$ cat config.mk
export PLATFORM = sky130hd
export DESIGN_NAME = pkt_cmd_host
export DESIGN_NICKNAME = d
export VERILOG_FILES = /design/src/rtl/pkt_host_pkg.sv /design/src/rtl/pkt_host_ctrl.sv /design/src/rtl/pkt_host_dp.sv /design/src/rtl/pkt_cmd_host.sv
export SDC_FILE = /design/constraint.sdc
export NUM_CORES = 1
export LEC_CHECK = 0
export ABC_CLOCK_PERIOD_IN_PS = 2600
export BUFFER_PORTS_ARGS = -buffer_cell sky130_fd_sc_hd__buf_2
export CAP_MARGIN = 20
export CORE_UTILIZATION = 54
export CTS_CLUSTER_SIZE = 28
export DETAILED_ROUTE_END_ITERATION = 10
export GPL_TIMING_DRIVEN = 0
export PLACE_DENSITY = 0.78
export SLEW_MARGIN = 20
export SYNTH_ARGS = -nofsm -noshare
export SYNTH_HDL_FRONTEND = slang
export SYNTH_SLANG_ARGS = --single-unit
$ cat constraint.sdc
create_clock -name clk -period 2.6 [get_ports clk]
set_input_delay 0.26 -clock clk [delete_from_list [all_inputs] [get_ports clk]]
set_output_delay 0.26 -clock clk [all_outputs]
set_load 0.005 [all_outputs]
$ cat src/rtl/pkt_host_pkg.sv
package pkt_host_pkg;

  typedef enum logic [3:0] {
    ST_IDLE,
    ST_DEVCTL,
    ST_OPCODE,
    ST_SETTLE,
    ST_CHKA,
    ST_SEND,
    ST_IRQW,
    ST_ALT,
    ST_CHKB,
    ST_XFER
  } hostState_t;

  typedef struct packed {
    logic pktLoad;
    logic wrDevCtl;
    logic wrOpcode;
    logic wrWord;
    logic rdStatus;
    logic rdAlt;
  } busStrobe_t;

  localparam logic [3:0] SEL_DATA    = 4'h0;
  localparam logic [3:0] SEL_CMDSTAT = 4'h7;
  localparam logic [3:0] SEL_CTLALT  = 4'h8;

  localparam logic [7:0]  OPC_PACKET  = 8'hA0;
  localparam logic [15:0] DEVCTL_BASE = 16'h0008;

  localparam int STAT_BUSY = 7;
  localparam int STAT_DRQ  = 3;
  localparam int STAT_ERR  = 0;

endpackage

$ cat src/rtl/pkt_host_ctrl.sv
module pkt_host_ctrl
  import pkt_host_pkg::*;
#(
  parameter int CLK_NS    = 10,
  parameter int SETTLE_NS = 400,
  parameter int PKT_WORDS = 6
) (
  input  logic       clk,
  input  logic       rstN,
  input  logic       start,
  input  logic       maskLatched,
  input  logic       devIrq,
  input  logic       xferAck,
  input  logic [7:0] statusIn,
  output busStrobe_t strobe,
  output logic [((PKT_WORDS > 1) ? $clog2(PKT_WORDS) : 1)-1:0] wordIdx,
  output logic [2:0] stateCode,
  output logic       dataPhase,
  output logic       done,
  output logic       error
);

  localparam int SETTLE_RAW = (SETTLE_NS + CLK_NS - 1) / CLK_NS;
  localparam int SETTLE_CYC = (SETTLE_RAW < 1) ? 1 : SETTLE_RAW;
  localparam int CNT_W      = $clog2(SETTLE_CYC + 1);
  localparam int IDX_W      = (PKT_WORDS > 1) ? $clog2(PKT_WORDS) : 1;
  localparam logic [CNT_W-1:0] CNT_LAST = CNT_W'(SETTLE_CYC - 1);
  localparam logic [IDX_W-1:0] IDX_LAST = IDX_W'(PKT_WORDS - 1);

  hostState_t       stateQ, stateD;
  logic [CNT_W-1:0] cntQ;
  logic [IDX_W-1:0] idxQ;
  logic             doneQ, errQ;

  logic busyBit, drqBit, errBit;
  assign busyBit = statusIn[STAT_BUSY];
  assign drqBit  = statusIn[STAT_DRQ];
  assign errBit  = statusIn[STAT_ERR];

  logic endOk, endErr;
  assign endErr = (stateQ == ST_CHKB) && !busyBit && errBit;
  assign endOk  = (stateQ == ST_CHKB) && !busyBit && !errBit && !drqBit;

  always_comb begin
    stateD = stateQ;
    unique case (stateQ)
      ST_IDLE:   if (start) stateD = ST_DEVCTL;
      ST_DEVCTL: stateD = ST_OPCODE;
      ST_OPCODE: stateD = ST_SETTLE;
      ST_SETTLE: if (cntQ == CNT_LAST) stateD = ST_CHKA;
      ST_CHKA:   if (!busyBit && drqBit) stateD = ST_SEND;
      ST_SEND:   if (idxQ == IDX_LAST) stateD = maskLatched ? ST_ALT : ST_IRQW;
      ST_IRQW:   if (devIrq) stateD = ST_ALT;
      ST_ALT:    stateD = ST_CHKB;
      ST_CHKB: begin
        if (endErr || endOk)        stateD = ST_IDLE;
        else if (!busyBit && drqBit) stateD = ST_XFER;
      end
      ST_XFER:   if (xferAck) stateD = ST_CHKB;
      default:   stateD = ST_IDLE;
    endcase
  end

  always_ff @(posedge clk or negedge rstN) begin
    if (!rstN) begin
      stateQ <= ST_IDLE;
      cntQ   <= '0;
      idxQ   <= '0;
      doneQ  <= 1'b0;
      errQ   <= 1'b0;
    end else begin
      stateQ <= stateD;
      if (stateQ == ST_OPCODE)      cntQ <= '0;
      else if (stateQ == ST_SETTLE) cntQ <= cntQ + 1'b1;
      if (stateQ == ST_CHKA)        idxQ <= '0;
      else if (stateQ == ST_SEND)   idxQ <= idxQ + 1'b1;
      doneQ <= endOk || endErr;
      errQ  <= endErr;
    end
  end

  always_comb begin
    strobe          = '0;
    strobe.pktLoad  = (stateQ == ST_IDLE) && start;
    strobe.wrDevCtl = (stateQ == ST_DEVCTL);
    strobe.wrOpcode = (stateQ == ST_OPCODE);
    strobe.wrWord   = (stateQ == ST_SEND);
    strobe.rdStatus = (stateQ == ST_CHKA) || (stateQ == ST_CHKB);
    strobe.rdAlt    = (stateQ == ST_ALT);
  end

  always_comb begin
    unique case (stateQ)
      ST_DEVCTL, ST_OPCODE, ST_SETTLE: stateCode = 3'd1;
      ST_CHKA:                         stateCode = 3'd2;
      ST_SEND:                         stateCode = 3'd3;
      ST_IRQW:                         stateCode = 3'd4;
      ST_ALT, ST_CHKB:                 stateCode = 3'd5;
      ST_XFER:                         stateCode = 3'd6;
      default:                         stateCode = 3'd0;
    endcase
  end

  assign wordIdx   = idxQ;
  assign dataPhase = (stateQ == ST_XFER);
  assign done      = doneQ;
  assign error     = errQ;

  AST_CTL_THEN_OPCODE: assert property (@(posedge clk) disable iff (!rstN)
    strobe.wrDevCtl |=> strobe.wrOpcode);

  AST_LAST_WORD_BRANCH: assert property (@(posedge clk) disable iff (!rstN)
    (strobe.wrWord && wordIdx == IDX_LAST) |=> (strobe.rdAlt || stateCode == 3'd4));

  AST_IRQ_WAIT_HOLDS: assert property (@(posedge clk) disable iff (!rstN)
    (stateCode == 3'd4 && !devIrq) |=> (stateCode == 3'd4 && !$past(strobe.rdAlt)));

  AST_ALT_THEN_STATUS: assert property (@(posedge clk) disable iff (!rstN)
    strobe.rdAlt |=> (strobe.rdStatus && !strobe.rdAlt));

  AST_DONE_SINGLE: assert property (@(posedge clk) disable iff (!rstN)
    done |=> !done);

  AST_ERROR_WITH_DONE: assert property (@(posedge clk) disable iff (!rstN)
    error |-> done);

  AST_XFER_SILENT: assert property (@(posedge clk) disable iff (!rstN)
    dataPhase |-> !(strobe.rdStatus || strobe.wrWord || strobe.rdAlt));

  AST_BUSY_START_IGNORED: assert property (@(posedge clk) disable iff (!rstN)
    (stateCode != 3'd0) |=> !strobe.wrDevCtl);

endmodule

$ cat src/rtl/pkt_host_dp.sv
module pkt_host_dp
  import pkt_host_pkg::*;
#(
  parameter int PKT_WORDS = 6,
  localparam int IDX_W    = (PKT_WORDS > 1) ? $clog2(PKT_WORDS) : 1
) (
  input  logic                   clk,
  input  logic                   rstN,
  input  busStrobe_t             strobe,
  input  logic [IDX_W-1:0]       wordIdx,
  input  logic [PKT_WORDS*16-1:0] pktIn,
  input  logic                   irqMask,
  output logic                   maskLatched,
  output logic                   busValid,
  output logic                   busWrite,
  output logic [3:0]             busAddr,
  output logic [15:0]            busWrData
);

  logic [PKT_WORDS*16-1:0] pktQ;
  logic                    maskQ;
  logic [15:0]             wordArr [PKT_WORDS];

  always_ff @(posedge clk or negedge rstN) begin
    if (!rstN) begin
      pktQ  <= '0;
      maskQ <= 1'b0;
    end else if (strobe.pktLoad) begin
      pktQ  <= pktIn;
      maskQ <= irqMask;
    end
  end

  for (genvar g = 0; g < PKT_WORDS; g++) begin : g_word
    assign wordArr[g] = pktQ[16*g +: 16];
  end

  assign maskLatched = maskQ;
  assign busWrite    = strobe.wrDevCtl | strobe.wrOpcode | strobe.wrWord;
  assign busValid    = busWrite | strobe.rdStatus | strobe.rdAlt;

  always_comb begin
    busAddr = SEL_DATA;
    if (strobe.wrDevCtl || strobe.rdAlt)        busAddr = SEL_CTLALT;
    else if (strobe.wrOpcode || strobe.rdStatus) busAddr = SEL_CMDSTAT;
  end

  always_comb begin
    busWrData = 16'h0000;
    if (strobe.wrWord)        busWrData = wordArr[wordIdx];
    else if (strobe.wrOpcode) busWrData = {8'h00, OPC_PACKET};
    else if (strobe.wrDevCtl) busWrData = DEVCTL_BASE | {14'h0, maskQ, 1'b0};
  end

  AST_PKT_HELD: assert property (@(posedge clk) disable iff (!rstN)
    (strobe.wrWord || strobe.rdStatus) |=> $stable(pktQ));

  AST_WORD_TO_DATA: assert property (@(posedge clk) disable iff (!rstN)
    (busValid && busWrite && busAddr == SEL_DATA) |-> strobe.wrWord);

endmodule

$ cat src/rtl/pkt_cmd_host.sv
module pkt_cmd_host
  import pkt_host_pkg::*;
#(
  parameter int CLK_NS    = 10,
  parameter int SETTLE_NS = 400,
  parameter int PKT_BYTES = 12
) (
  input  logic                 clk,
  input  logic                 rstN,
  input  logic                 start,
  input  logic [PKT_BYTES*8-1:0] pktIn,
  input  logic                 irqMask,
  input  logic                 devIrq,
  input  logic                 xferAck,
  input  logic [7:0]           rdData,
  output logic                 busValid,
  output logic                 busWrite,
  output logic [3:0]           busAddr,
  output logic [15:0]          busWrData,
  output logic [2:0]           stateCode,
  output logic                 dataPhase,
  output logic                 done,
  output logic                 error
);

  localparam int PKT_WORDS = PKT_BYTES / 2;
  localparam int IDX_W     = (PKT_WORDS > 1) ? $clog2(PKT_WORDS) : 1;

  busStrobe_t       strobe;
  logic [IDX_W-1:0] wordIdx;
  logic             maskLatched;

  pkt_host_ctrl #(
    .CLK_NS(CLK_NS), .SETTLE_NS(SETTLE_NS), .PKT_WORDS(PKT_WORDS)
  ) ctrl_i (
    .clk(clk), .rstN(rstN), .start(start), .maskLatched(maskLatched),
    .devIrq(devIrq), .xferAck(xferAck), .statusIn(rdData),
    .strobe(strobe), .wordIdx(wordIdx), .stateCode(stateCode),
    .dataPhase(dataPhase), .done(done), .error(error)
  );

  pkt_host_dp #(
    .PKT_WORDS(PKT_WORDS)
  ) dp_i (
    .clk(clk), .rstN(rstN), .strobe(strobe), .wordIdx(wordIdx),
    .pktIn(pktIn[PKT_WORDS*16-1:0]), .irqMask(irqMask), .maskLatched(maskLatched),
    .busValid(busValid), .busWrite(busWrite), .busAddr(busAddr),
    .busWrData(busWrData)
  );

endmodule

Word-level counts from Yosys, hierarchy flattened
Memories as Yosys holds them, arrays and structs flattened.
Cells that the tools add are included.
- input port bits: 110
- output and inout bits: 28
- bits in read-only memories: 48
- word-level logic and storage cells: 73
- memories kept: 1
- register bits after elaboration: 112
- memories (memory ; words ; bits a word ; read ports ; clocked after memory_dff ; wr ports ; line ; text):
    (no name shown) ; 16 ; 3 ; 1 ; 0 ; 0 ; pkt_host_ctrl.sv:93 ; unique case (stateQ)
- multiplexer cells: 22
- bitwise logic cells: 5
- $add $sub $neg: 2
- eq/ne operators: 18
- reductions and logical operators: 17
- $lt $le $gt $ge: 1
- operators with widths (cell ; count):
    two-way mux 16 bit ; 4
    binary-select mux 16 bit (select 3 bit) ; 1
    two-way mux 4 bit ; 10
    one-hot mux 4 bit (10 select lines) ; 1
    == test 4 x 3 -> 1 bit (second input constant) ; 4
    two-way mux 6 bit ; 2
    two-way mux 3 bit ; 3
    == test 4 x 2 -> 1 bit (second input constant) ; 2
    == test 4 bit (second input constant) ; 2
    inequality test 2 bit (second input constant) ; 4
    AND reduction 7 bit ; 1
    adder 6 x 1 -> 6 bit (second input constant) ; 1
    == test 6 bit (second input constant) ; 1
    logical AND 1 bit ; 6
    == test 4 x 1 -> 1 bit (second input constant) ; 1
    greater-or-equal comparator 4 bit (second input constant) ; 1
    zero test 4 bit ; 1
    logical OR 1 bit ; 4
    inequality test 2 x 1 -> 1 bit (second input constant) ; 2
    inverter 3 -> 4 bit ; 1
    OR 1 bit ; 4
    nonzero test 2 bit ; 2
    adder 3 x 1 -> 3 bit (second input constant) ; 1
    == test 3 bit (second input constant) ; 1
    other kinds (3) ; 5

Logic depth before layout (Yosys ltp)
Gate-level depths: netlist (run 1).
- depth after elaboration: 7
- mapped depth: 9
- gate-level depth less buffers: 7

Hierarchy
A second synthesis (run 1) with hierarchy kept.
- cells, all modules: 410
- area total of the unflattened synthesis: 5386.4 um^2
- modules (own cells, without submodules) (module ; seq. area each (um^2) ; area an instance (um^2) ; cells an instance ; instances):
    pkt_host_dp ; 2427.3 ; 4436.8 ; 296 ; 1
    pkt_host_ctrl ; 375.4 ; 949.7 ; 114 ; 1

Worst setup path after synthesis (run 1)
Ideal clock, no wire load.
- kind: register -> register
- start: register ctrl_i.idxQ[1], in the netlist ctrl_i.wordIdx[1]
- end: register ctrl_i.stateQ[0]
- cell stages (with the launch flop): 10
- setup time: 0.125 ns
- path slack: 0.714 ns
- clock period less this slack: 1.886 ns
- data arrival time: 1.760 ns
- data required time: 2.475 ns
- path buffers: 2
- path through: dfrtp_1 > buf_2 > buf_2 > inv_1 > ha_1 > and2_1 > a2bb2oi_1 > o32ai_2 > a211oi_2 > mux2_4
- cells in the longest elaborated chain, start to end: 3
- RTL lines (what ; line ; text):
    start, declared ; pkt_host_ctrl.sv:32 ; logic [IDX_W-1:0] idxQ;
    start signal, assigned ; pkt_host_ctrl.sv:76 ; else if (stateQ == ST_SEND) idxQ <= idxQ + 1'b1;
    == test 3 bit ; pkt_host_ctrl.sv:52 ; ST_SEND: if (idxQ == IDX_LAST) stateD = maskLatched ? ST_ALT : ST_IRQW;
    inequality test 2 bit (no line) ; n/a ;
    AND reduction 7 bit (no line) ; n/a ;
    end signal, assigned ; pkt_host_ctrl.sv:72 ; stateQ <= stateD;
    end, declared ; pkt_host_ctrl.sv:30 ; hostState_t stateQ, stateD;
Every way passes these cells.
A chain may end at the register's enable or synchronous reset.

Final worst setup path (run 1)
- start: register ctrl_i.idxQ[0], in the netlist ctrl_i.wordIdx[0]
- end: output port busWrData[6]
- cells in the longest elaborated chain, start to end: 5
- RTL lines (what ; line ; text):
    inverter 3 -> 4 bit (not written as such) ; pkt_host_dp.sv:50 ; if (strobe.wrWord) busWrData = wordArr[wordIdx];
    binary-select mux 16 bit (select 3 bit) ; pkt_host_dp.sv:50 ;
    two-way mux 16 bit (not written as such) (2 in series) ; pkt_host_dp.sv:50 ;
    two-way mux 16 bit ; pkt_host_dp.sv:50 ;
    end, declared ; pkt_cmd_host.sv:19 ; output logic [15:0] busWrData,
Every way passes these cells. The select of a mux whose other input is x is not followed.

==> results of run 1 <==
-- layer usage --
layer  up-vias  global-route usage (%)
li1       1748                       -
met1      1927                    33.7
met2       148                    42.6
met3        24                    6.52
met4         0                    7.91
met5         -                       0
-- kinds of logic (layout without fill, tap and decap cells) --
kind of cell	Yosys count	after routing	share of synthesized area [%]
buffers and inverters	37	187	4.09
adders and majority gates	3	3	0.679
AOI/OAI and AO/OA	52	52	6.36
DFF	112	112	50.7
muxes	134	134	32.5
and+or+nand+nor	64	64	5.66
other	0	1	0
-- layout by cell type (no fill, tap or decap), drive strengths merged --
cell type | synthesis | layout
nor2b | 2 | 2
mux2i | 4 | 4
a21oi | 8 | 8
a22oi | 14 | 14
a211oi | 2 | 2
nand4 | 1 | 1
buf | 25 | 158
nor2 | 29 | 29
clkbuf | 4 | 14
o32ai | 2 | 2
inv | 7 | 10
ha | 3 | 3
mux2 | 114 | 114
nand2 | 14 | 14
dfrtp | 112 | 112
o41ai | 1 | 1
or2 | 2 | 2
a2bb2oi | 1 | 1
nor3 | 5 | 5
diode | 0 | 1
and2 | 1 | 1
a22o | 1 | 1
a21o | 3 | 3
o22ai | 4 | 4
clkinv | 1 | 4
dlygate4sd3 | 0 | 1
nand3 | 5 | 5
nand4b | 1 | 1
nand2b | 3 | 3
a221oi | 2 | 2
mux4 | 16 | 16
o21ai | 14 | 14
nor4 | 1 | 1
-- sequential cells by signal, summed over array words and instances (netlist names) --
name / flops
dp_i.maskLatched: 1
ctrl_i.done: 1
ctrl_i.error: 1
ctrl_i.cntQ: 6
dp_i.pktQ: 96
ctrl_i.stateQ: 4
ctrl_i.wordIdx: 3
-- layout make-up --
| cell class | count | area (sq um) |
|---|---|---|
| Fill cell | 734 | 3250 |
| Sequential cell | 112 | 2800 |
| Multi-Input combinational cell | 253 | 2500 |
| Timing Repair Buffer | 134 | 704 |
| Buffer | 29 | 196 |
| Tap cell | 133 | 166 |
| Clock buffer | 10 | 138 |
| Clock inverter | 6 | 70.1 |
| Inverter | 8 | 30.0 |
| Antenna cell | 1 | 2.50 |
-- per-stage QoR --
| step | power (mW) | utilization [%] | hold WS [ps] | setup WS (ps) |
|---|---|---|---|---|
| 6_report | 6.71 | 67.1 | 78.4 | 133 |
| 5_1_grt | 7.12 | 67.1 | 60.6 | 47.7 |
| 4_1_cts | 6.74 | 67.0 | 61.4 | 134 |
| 3_5_place_dp | 5.67 | 64.8 | 209 | 405 |
| 3_3_place_gp | 5.52 | 64.5 | 452 | 8.00 |
| 2_1_floorplan | 4.95 | - | -35.6 | 714 |
-- worst max-delay path by stage --
stage	from	cells after the start	slack [ps]	endpoint
final	ctrl_i.wordIdx[0]$_DFFE_PN0P_	7	130	busWrData[6]
after detailed placement	ctrl_i.wordIdx[1]$_DFFE_PN0P_	9	410	ctrl_i.stateQ[0]$_DFFE_PN0P_
after global placement	rstN	1	8	ctrl_i.done$_DFF_PN0_
after CTS	ctrl_i.wordIdx[0]$_DFFE_PN0P_	7	130	busWrData[6]
after global routing	ctrl_i.wordIdx[0]$_DFFE_PN0P_	6	50	busWrData[4]
after floorplan	ctrl_i.wordIdx[1]$_DFFE_PN0P_	9	710	ctrl_i.stateQ[0]$_DFFE_PN0P_
-- worst register-to-register path, cell delays in order (launching register included) --
cell,delay [ps]
dfrtp_1,370
buf_2,280
buf_2,330
inv_1,90
ha_1,180
and2_1,160
a2bb2oi_1,140
o32ai_2,210
a211oi_2,90
mux2_4,310
-- synthesized netlist by cell type (all sizes together), types with 2 or more instances --
master	instances	share of area, %
mux2	114	25
dfrtp	112	51
nor2	29	2.2
buf	25	3.3
mux4	16	6.5
a22oi	14	1.9
nand2	14	0.95
o21ai	14	1.3
a21oi	8	0.72
inv	7	0.47
nand3	5	0.68
nor3	5	0.45
clkbuf	4	0.27
mux2i	4	0.72
o22ai	4	0.45
a21o	3	0.41
ha	3	0.68
nand2b	3	0.38
a211oi	2	0.36
a221oi	2	0.32
nor2b	2	0.23
o32ai	2	0.45
or2	2	0.23
-- where the power goes --
part	switching [mW]	internal (mW)	total [mW]
Clock	0.646	0.407	1.05
Combinational	1.03	1.62	2.65
Sequential	0.440	2.57	3.01
Total	2.12	4.59	6.71
-- what timing repair did --
item,4_1_cts,5_1_grt
hold buffers,1,0
gates resized for setup,0,1
endpoints found under the hold margin,42,0
buffers inserted,0,0
endpoints found under the setup margin,0,1
==> results.md, run 1 <==
- Drc violations: 0
- Area of the core: 0.00986 sq mm
- Setup slack, reg-to-reg: 330 ps
- GRT Total Usage: 25.7%
- Clock Path Buffers: 2
- H-tree depth: 3
- Uppermost layer routed: met4
- Slowest stage delay, CP: 440 ps
- DRT iter0 DRCs: 108
- TritonCTS Buffers: 9
- Endpoints failing setup: 0
- Post-Syn Area per Cell: 13.8 sq um
- Hold Crit Start: rdData[7]
- CTS tree: built
- Wire length per cell: 18.5 um
- Pwr dens: 1010 mW/mm^2
- Root Driver: clkbuf_8
- I/O pin cnt: 138
- Worst Hold Class: input port to flip-flop
- Routed WL: 12700 um
- Synthesized instance count: 402
- Row Count: 36
- DP Area: 0.00639 sq mm
- Met2 WL post-DR: 6240 um
- Share of layout cells above drive strength 1: 56.5%
- Final antenna-violating net count: 0
- Rel. slew slack: 67.8%
- Max Slew Vio Count: 0
- Outcome: completed
- FF-to-FF End: ctrl_i.stateQ[0]$_DFFE_PN0P_
- Final cell count without fillers: 686
- Area growth, synth to finish: 19.6%
- Port Buffers: 132
- Least-Margin Pin Slew: 482 ps
- Fraction of registers with async set/reset: 100%
- Height of the die: 103 um
- Distinct cell type count after synthesis: 42
- Mapped cell area: 0.00553 sq mm
- Clock transition at path regs: 110 ps
- First-pass GRT wire length: 20200 um
- CP required: 2340 ps
- R2R Path Start: ctrl_i.wordIdx[1]$_DFFE_PN0P_
- WHS Endpoint: ctrl_i.error$_DFF_PN0_
- Inst Count DP: 668
- Via count: 3847
- Synth Net Count: 515
- Cell depth of the worst hold path: 2
- Clock sink count: 112
- Met3 routed wirelength: 776 um
- CP Cell Sequence: buf_6 -> buf_6 -> buf_2 -> mux2_2 -> a22oi_1 -> nor2_1 -> buf_2
- Nets: 660
- Largest net degree at the start of global routing: 71
- Worst-case reg-to-reg path depth: 9
- Vias in the first global route: 4017
- Die span in x: 103 um
- Final worst-path cycle share: 94.9%
- Top Family by Delay on Critical Path: buffers and inverters
- DP Wirelength: 9220 um
- Post-route cell area: 0.00662 sq mm
- Endpoints failing hold: 0
- EDFF count, synth: 0
- RD Place Congestion: 0.862
- Via-to-Cell Ratio: 5.61
- # Max-Cap Violations: 0
- Worst Path Buf+Inv: 4
- DRT Pass-1 Iters: 6
- VDD IR max: 521 uV
- Yosys reg bits: 112
- Total leakage power: 3.14 nW
- Largest fanout on the critical path: 10
- Grt ovf: 0
- Die Area: 0.0107 sq mm
- Post-synth top flop: dfrtp_1
- Critical Path Sink Type: primary output
- Fmax: 405 MHz
- Setup TNS: 0 ps
- Sequential-to-total area share from yosys stat: 50.7%
- Initial antenna violation count: 1
- Clk_lat worst skew: 370 ps
- Type of the worst setup path: flip-flop to primary output
- RSZ-0062 raised after global routing: false
- Crit path DAT: 2210 ps
- Clock skew: 12.5 ps
- YS warnings: 0
- Cell at the slowest stage of the critical path: dfrtp_1
- Final min period: 2470 ps
- Setup crit start kind: flip-flop
- Met1 WL: 5380 um
- Initial Util: 56.1%
No activity file was read; power rests on OpenSTA's default activity.
==> run 2: changes to the inputs <==
--- a/config.mk
+++ b/config.mk
@@ -5,7 +5,7 @@
 export SDC_FILE = /design/constraint.sdc
 export NUM_CORES = 1
 export LEC_CHECK = 0
-export ABC_CLOCK_PERIOD_IN_PS = 2600
+export ABC_CLOCK_PERIOD_IN_PS = 2300
 export BUFFER_PORTS_ARGS = -buffer_cell sky130_fd_sc_hd__buf_2
 export CAP_MARGIN = 20
 export CORE_UTILIZATION = 54
==> constraint.sdc (replaced) <==
create_clock -name clk -period 2.3 [get_ports clk]
set_input_delay 0.23 -clock clk [delete_from_list [all_inputs] [get_ports clk]]
set_output_delay 0.23 -clock clk [all_outputs]
set_load 0.005 [all_outputs]
==> results.md, run 2 (synthesized netlist as in run 1, its figures left out) <==
- Area growth, synth to finish: 25.0% (was 19.6%)
- Critical Path Sink Type: primary output (unchanged)
- Largest fanout on the critical path: 5 (was 10)
- Int Power: 5.26 mW (was 4.59 mW)
- Pwr Total: 7.75 mW (was 6.71 mW)
- Clock sink count: 112 (unchanged)
- Vias in the first global route: 4040 (was 4017)
- Hold Crit Start: rdData[7] (unchanged)
- Initial antenna violation count: 1 (unchanged)
- Max reg flops: 96 (unchanged)
- Via count: 3882 (was 3847)
- Cell depth of the worst hold path: 2 (unchanged)
- Multi-input combinational cell area: 0.00261 sq mm (was 0.00250 sq mm)
- VDD IR max: 596 uV (was 521 uV)
- CTS tree: built (unchanged)
- Sw frac: 32.1% (was 31.6%)
- Crit path DAT: 2060 ps (was 2210 ps)
- Final cell count without fillers: 697 (was 686)
- Clk_lat worst skew: 380 ps (was 370 ps)
- Seq pwr share: 43.9% (was 44.8%)
- Initial Util: 56.1% (unchanged)
- Via-to-Cell Ratio: 5.57 (was 5.61)
- Setup crit start kind: flip-flop (unchanged)
- Rel. slew slack: 61.7% (was 67.8%)
- DP Wirelength: 9220 um (unchanged)
- Final worst-path cycle share: 99.4%
- Final antenna-violating net count: 0 (unchanged)
- I/O pin cnt: 138 (unchanged)
- Area of the core: 0.00986 sq mm (unchanged)
- Fillers: 695 (was 734)
- Die Area: 0.0107 sq mm (unchanged)
- FF-to-FF End: ctrl_i.stateQ[0]$_DFFE_PN0P_ (unchanged)
- Largest net degree at the start of global routing: 71 (unchanged)
- Nets: 671 (was 660)
- Final min period: 2290 ps
- Most frequent cells in the layout: buf_2 (139), dfrtp_1 (109), mux2_2 (83), mux2_4 (31), nor2_1 (25) (was buf_2 (144), dfrtp_1 (112), mux2_2 (83), mux2_4 (31), nor2_1 (26))
- Height of the die: 103 um (unchanged)
- Top Family by Delay on Critical Path: multiplexers (was buffers and inverters)
- Worst-case reg-to-reg path depth: 9 (unchanged)
- Clock Path Buffers: 2 (unchanged)
- Outcome: completed (unchanged)
- Pwr dens: 1120 mW/mm^2 (was 1010 mW/mm^2)
- Port Buffers: 132 (unchanged)
- Most flops, register: dp_i.pktQ (unchanged)
- Clock transition at path regs: 110 ps (about the same)
- RSZ-0062 raised after global routing: true (was false)
- Endpoints failing setup: 0 (unchanged)
- Die span in x: 103 um (unchanged)
- Share of layout cells above drive strength 1: 61.6% (was 56.5%)
- Cell at the slowest stage of the critical path: mux4_2 (was dfrtp_1)
- Max Slew Vio Count: 0 (unchanged)
- GRT Total Usage: 25.9% (was 25.7%)
- Inst Count DP: 668 (unchanged)
- DRT iter0 DRCs: 134 (was 108)
- Net switching power: 2.49 mW (was 2.12 mW)
- Row Count: 36 (unchanged)
- DRT Pass-1 Iters: 5 (was 6)
- Worst Hold Class: input port to flip-flop (unchanged)
- Clock skew: 14.8 ps (was 12.5 ps)
- Least-Margin Pin Slew: 574 ps (was 482 ps)
- TritonCTS Buffers: 9 (unchanged)
- Endpoints failing hold: 0 (unchanged)
- Largest regs: dp_i.pktQ: 96 flops, ctrl_i.cntQ: 6 flops, ctrl_i.stateQ: 4 flops (unchanged)
- Slowest stage delay, CP: 540 ps (was 440 ps)
- # Max-Cap Violations: 0 (unchanged)
- H-tree depth: 3 (unchanged)
- Root Driver: clkbuf_8 (unchanged)
- CP Cell Sequence: buf_12 -> clkbuf_16 -> mux4_2 -> a22oi_2 -> nor2_1 -> buf_2 (was buf_6 -> buf_6 -> buf_2 -> mux2_2 -> a22oi_1 -> nor2_1 -> buf_2)
- R2R Path Start: ctrl_i.wordIdx[1]$_DFFE_PN0P_ (unchanged)
- Leading cell type in the layout, fill and taps excluded: buf_2 (unchanged)
- Reg area: 0.00281 sq mm (was 0.00280 sq mm)
- Worst Path Buf+Inv: 3 (was 4)
- CP required: 2070 ps (was 2340 ps)
- Setup slack, reg-to-reg: 120 ps (was 330 ps)
- Type of the worst setup path: flip-flop to primary output (unchanged)
- Drc violations: 0 (unchanged)
- Total leakage power: 3.23 nW (was 3.14 nW)
- Clk pwr share: 15.6% (was 15.7%)
- RD Place Congestion: 0.862 (unchanged)
- Fmax: 437 MHz
- WHS Endpoint: ctrl_i.error$_DFF_PN0_ (unchanged)
- First-pass GRT wire length: 20300 um (was 20200 um)
- Combinational share of power: 40.5% (was 39.5%)
- Grt ovf: 0 (unchanged)
- Wire length per cell: 19.0 um (was 18.5 um)
- Routed WL: 13200 um (was 12700 um)
run 2: cell types whose count changed in the layout (fill, tap and decap cells not counted), sizes merged:
cell and change:
buf +6, clkbuf +5, clkinv -1, clkinvlp +1
run 2: power groups by stage:
stage | logic, mW | registers (mW) | clock network, mW
4_1_cts | 3.01 | 3.39 | 1.22
3_3_place_gp | 2.89 | 3.35 | 0
2_1_floorplan | 2.35 | 3.25 | 0
5_1_grt | 3.37 | 3.52 | 1.28
6_report | 3.13 | 3.40 | 1.21
3_5_place_dp | 2.99 | 3.42 | 0
run 2: stage by stage:
stage          util [%]  TNS [ps]  worst slack [ps]  area [sq um]  hold slack [ps]
6_report           70.1         0              13.9          6910             41.1
5_1_grt            70.1     -73.9             -27.7          6910             35.3
4_1_cts            67.5         0              3.63          6660             31.4
3_5_place_dp       64.8         0               105          6390              179
3_3_place_gp       64.5    -28640              -262          6360              422
2_1_floorplan         -         0               414          5530            -65.6
run 2: worst max-delay path by stage:
stage / start / to / slack, ps / cells past startpoint
floorplan: ctrl_i.wordIdx[1]$_DFFE_PN0P_ / ctrl_i.stateQ[0]$_DFFE_PN0P_ / 410 / 9
global placement: rstN / ctrl_i.done$_DFF_PN0_ / -260 / 1
detailed placement: ctrl_i.wordIdx[1]$_DFFE_PN0P_ / ctrl_i.stateQ[0]$_DFFE_PN0P_ / 110 / 9
CTS: ctrl_i.wordIdx[0]$_DFFE_PN0P_ / busWrData[2] / 4 / 6
global route: ctrl_i.wordIdx[0]$_DFFE_PN0P_ / busWrData[4] / -30 / 6
finish: ctrl_i.wordIdx[0]$_DFFE_PN0P_ / busWrData[6] / 10 / 6
run 2: area by class of cell:
type                       instances  area share [%]
sequential                       112            40.6
tap                              133            2.41
inverter                           8           0.489
buffer                            28            3.40
timing repair buffer             146            12.4
clock inverter                     6            1.01
antenna                            1          0.0362
clock buffer                      10            1.99
multi-input combinational        253            37.7
run 2: layer usage:
layer | up-vias | wire, um | GRT usage (%) | part of all wire (%)
met1 | 1958 | 5600 | 33.8 | 42
met4 | 0 | 345 | 8.02 | 2.6
met2 | 122 | 6570 | 42.9 | 50
met3 | 27 | 709 | 6.52 | 5.4
li1 | 1775 | - | - | -
met5 | - | 0 | 0 | 0
run 2: repair_timing:
action / CTS / global route
pin swaps: 2 / 10
hold endpoints to repair: 42 / 0
buffers inserted: 3 / 6
cloned: 0 / 3
setup endpoints to repair: 11 / 17
resized for setup: 7 / 32
hold buffers: 1 / 0
==> run 3: changes to the inputs <==
--- a/config.mk
+++ b/config.mk
@@ -5,14 +5,14 @@
 export SDC_FILE = /design/constraint.sdc
 export NUM_CORES = 1
 export LEC_CHECK = 0
-export ABC_CLOCK_PERIOD_IN_PS = 2300
+export ABC_CLOCK_PERIOD_IN_PS = 1830
 export BUFFER_PORTS_ARGS = -buffer_cell sky130_fd_sc_hd__buf_2
 export CAP_MARGIN = 20
-export CORE_UTILIZATION = 54
+export CORE_UTILIZATION = 48
 export CTS_CLUSTER_SIZE = 28
 export DETAILED_ROUTE_END_ITERATION = 10
 export GPL_TIMING_DRIVEN = 0
-export PLACE_DENSITY = 0.78
+export PLACE_DENSITY = 0.73
 export SLEW_MARGIN = 20
 export SYNTH_ARGS = -nofsm -noshare
 export SYNTH_HDL_FRONTEND = slang
==> constraint.sdc (replaced) <==
create_clock -name clk -period 1.83 [get_ports clk]
set_input_delay 0.183 -clock clk [delete_from_list [all_inputs] [get_ports clk]]
set_output_delay 0.183 -clock clk [all_outputs]
set_load 0.005 [all_outputs]
==> results.md, run 3 (synthesized netlist as in run 1, its figures left out) <==
- GRT Total Usage: 24.8% (was 25.9%)
- Largest regs: dp_i.pktQ: 96 flops, ctrl_i.cntQ: 6 flops, ctrl_i.stateQ: 4 flops (unchanged)
- First-pass GRT wire length: 21600 um (was 20300 um)
- Final cell count without fillers: 719 (was 697)
- Worst-case reg-to-reg path depth: 9 (unchanged)
- RSZ-0062 raised after global routing: true (unchanged)
- I/O pin cnt: 138 (unchanged)
- Most frequent cells in the layout: buf_2 (138), dfrtp_1 (111), mux2_2 (83), mux2_4 (31), nor2_1 (24) (was buf_2 (139), dfrtp_1 (109), mux2_2 (83), mux2_4 (31), nor2_1 (25))
- Setup crit start kind: flip-flop (unchanged)
- Via count: 3944 (was 3882)
- Top Family by Delay on Critical Path: multiplexers (unchanged)
- CTS tree: built (unchanged)
- Fillers: 826 (was 695)
- DP Area: 0.00642 sq mm (was 0.00639 sq mm)
- Worst Path Buf+Inv: 3 (unchanged)
- Failing checks: setup timing
- Post-route cell area: 0.00727 sq mm (was 0.00691 sq mm)
- Via-to-Cell Ratio: 5.49 (was 5.57)
- Endpoints failing hold: 0 (unchanged)
- Die Area: 0.0120 sq mm (was 0.0107 sq mm)
- Crit path DAT: 2050 ps (was 2060 ps)
- Max reg flops: 96 (unchanged)
- Endpoints failing setup: 18 (was 0)
- Wire length per cell: 19.3 um (was 19.0 um)
- Most flops, register: dp_i.pktQ (unchanged)
- Initial Util: 50.1% (was 56.1%)
- Pwr dens: 1460 mW/mm^2 (was 1120 mW/mm^2)
- Drc violations: 0 (unchanged)
- Port Buffers: 132 (unchanged)
- H-tree depth: 3 (unchanged)
- Cell depth of the worst hold path: 2 (unchanged)
- Largest fanout on the critical path: 8 (was 5)
- Rel. slew slack: 63.1% (was 61.7%)
- Outcome: complete, but fails checks (was completed)
- Type of the worst setup path: flip-flop to primary output (unchanged)
- Slowest stage delay, CP: 510 ps (was 540 ps)
- Setup TNS: -5530 ps (was 0 ps)
- Row Count: 38 (was 36)
- Final min period: 2230 ps
- DRT Pass-1 Iters: 4 (was 5)
- Final antenna-violating net count: 0 (unchanged)
- DRT iter0 DRCs: 122 (was 134)
- RD Place Congestion: 0.860 (was 0.862)
- Share of layout cells above drive strength 1: 63.9% (was 61.6%)
- Root Driver: clkbuf_16 (was clkbuf_8)
- Clock transition at path regs: 70 ps (was 110 ps)
- Clk_lat worst skew: 360 ps (was 380 ps)
- Clock skew: 5.57 ps (was 14.8 ps)
- Nets: 687 (was 671)
- VDD IR max: 831 uV (was 596 uV)
- CP Cell Sequence: buf_8 -> buf_4 -> mux4_2 -> a221oi_2 -> nor2_1 -> buf_2 (was buf_12 -> clkbuf_16 -> mux4_2 -> a22oi_2 -> nor2_1 -> buf_2)
- Leading cell type in the layout, fill and taps excluded: buf_2 (unchanged)
- Cell at the slowest stage of the critical path: mux4_2 (unchanged)
- Clock Path Buffers: 2 (unchanged)
- Area growth, synth to finish: 31.4% (was 25.0%)
- Critical Path Sink Type: primary output (unchanged)
- Vias in the first global route: 4105 (was 4040)
- WP depth: 6 (unchanged)
- Largest net degree at the start of global routing: 70 (was 71)
- Inst Count DP: 675 (was 668)
- Total leakage power: 3.41 nW (was 3.23 nW)
- Least-Margin Pin Slew: 553 ps (was 574 ps)
- Grt ovf: 0 (unchanged)
- Max Slew Vio Count: 0 (unchanged)
- Fmax: 449 MHz
- Clock sink count: 112 (unchanged)
- Final worst slack: -399 ps (was 13.9 ps)
- DP Wirelength: 9510 um (was 9220 um)
- Routed WL: 13900 um (was 13200 um)
- CP required: 1650 ps (was 2070 ps)
- Area of the core: 0.0110 sq mm (was 0.00986 sq mm)
- Final Util: 65.9% (was 70.1%)
- Reg area: 0.00280 sq mm (was 0.00281 sq mm)
- Height of the die: 109 um (was 103 um)
- Die span in x: 109 um (was 103 um)
- # Max-Cap Violations: 0 (unchanged)
- Multi-input combinational cell area: 0.00267 sq mm (was 0.00261 sq mm)
- Worst Hold Class: input port to flip-flop (unchanged)
- # diodes: 0 (was 1)
- Final worst-path cycle share: 122%
- TritonCTS Buffers: 9 (unchanged)
- Initial antenna violation count: 1 (unchanged)
## run 3: changes by cell type in the layout (fill, tap and decap cells not counted), sizes merged
cell	change
bufinv	+1
inv	-2
buf	+20
diode	-1
clkbuf	-3
## run 3: stage by stage
step	power, mW	worst slack (ps)	hold slack [ps]
2_1_floorplan	7.05	19.1	-113
3_3_place_gp	7.91	-663	377
3_5_place_dp	8.11	-126	135
4_1_cts	10.5	-391	3.07
5_1_grt	11.2	-436	9.46
6_report	10.6	-399	13.1
## run 3: where the power goes
part | total, mW | internal, mW | switching [mW]
clock | 2.06 | 1.14 | 0.916
combinational | 4.24 | 2.59 | 1.66
sequential | 4.30 | 3.66 | 0.646
## run 3: repair_timing
action / 4_1_cts / 5_1_grt
hold buffers: 1 / 0
cloned: 3 / 0
endpoints found under the hold margin: 43 / 0
setup endpoints to repair: 22 / 27
pin swaps: 19 / 15
resized for setup: 44 / 31
buffers inserted: 19 / 7
## run 3: worst paths after layout
path | endpoint | slack, ps | from
worst max-delay path | busWrData[3] | -400 | ctrl_i.wordIdx[0]$_DFFE_PN0P_
worst min-delay path | ctrl_i.error$_DFF_PN0_ | 10 | rdData[7]
worst max register to register | ctrl_i.stateQ[0]$_DFFE_PN0P_ | 10 | ctrl_i.wordIdx[1]$_DFFE_PN0P_
worst min register to register | dp_i.pktQ[36]$_DFFE_PN0P_ | 500 | dp_i.pktQ[36]$_DFFE_PN0P_
max in group asynchronous | ctrl_i.stateQ[2]$_DFFE_PN0P_ | 840 | rstN
min in group asynchronous | dp_i.pktQ[10]$_DFFE_PN0P_ | 300 | rstN
## run 3: area by class of cell
cell class	instances	area share, %
Inverter	8	0.706
Timing Repair Buffer	162	13.4
Clock inverter	5	0.826
Sequential cell	112	38.6
Multi-Input combinational cell	253	36.7
Buffer	28	3.91
Tap cell	140	2.41
Clock buffer	11	3.48
## run 3: metal layers
layer / vias up / wire length (um) / global-route usage [%]
met1: 1977 / 6030 / 32.9
met5: - / 13 / 0
met4: 2 / 356 / 9.33
met2: 135 / 6660 / 39.2
li1: 1806 / - / -
met3: 24 / 808 / 6.52
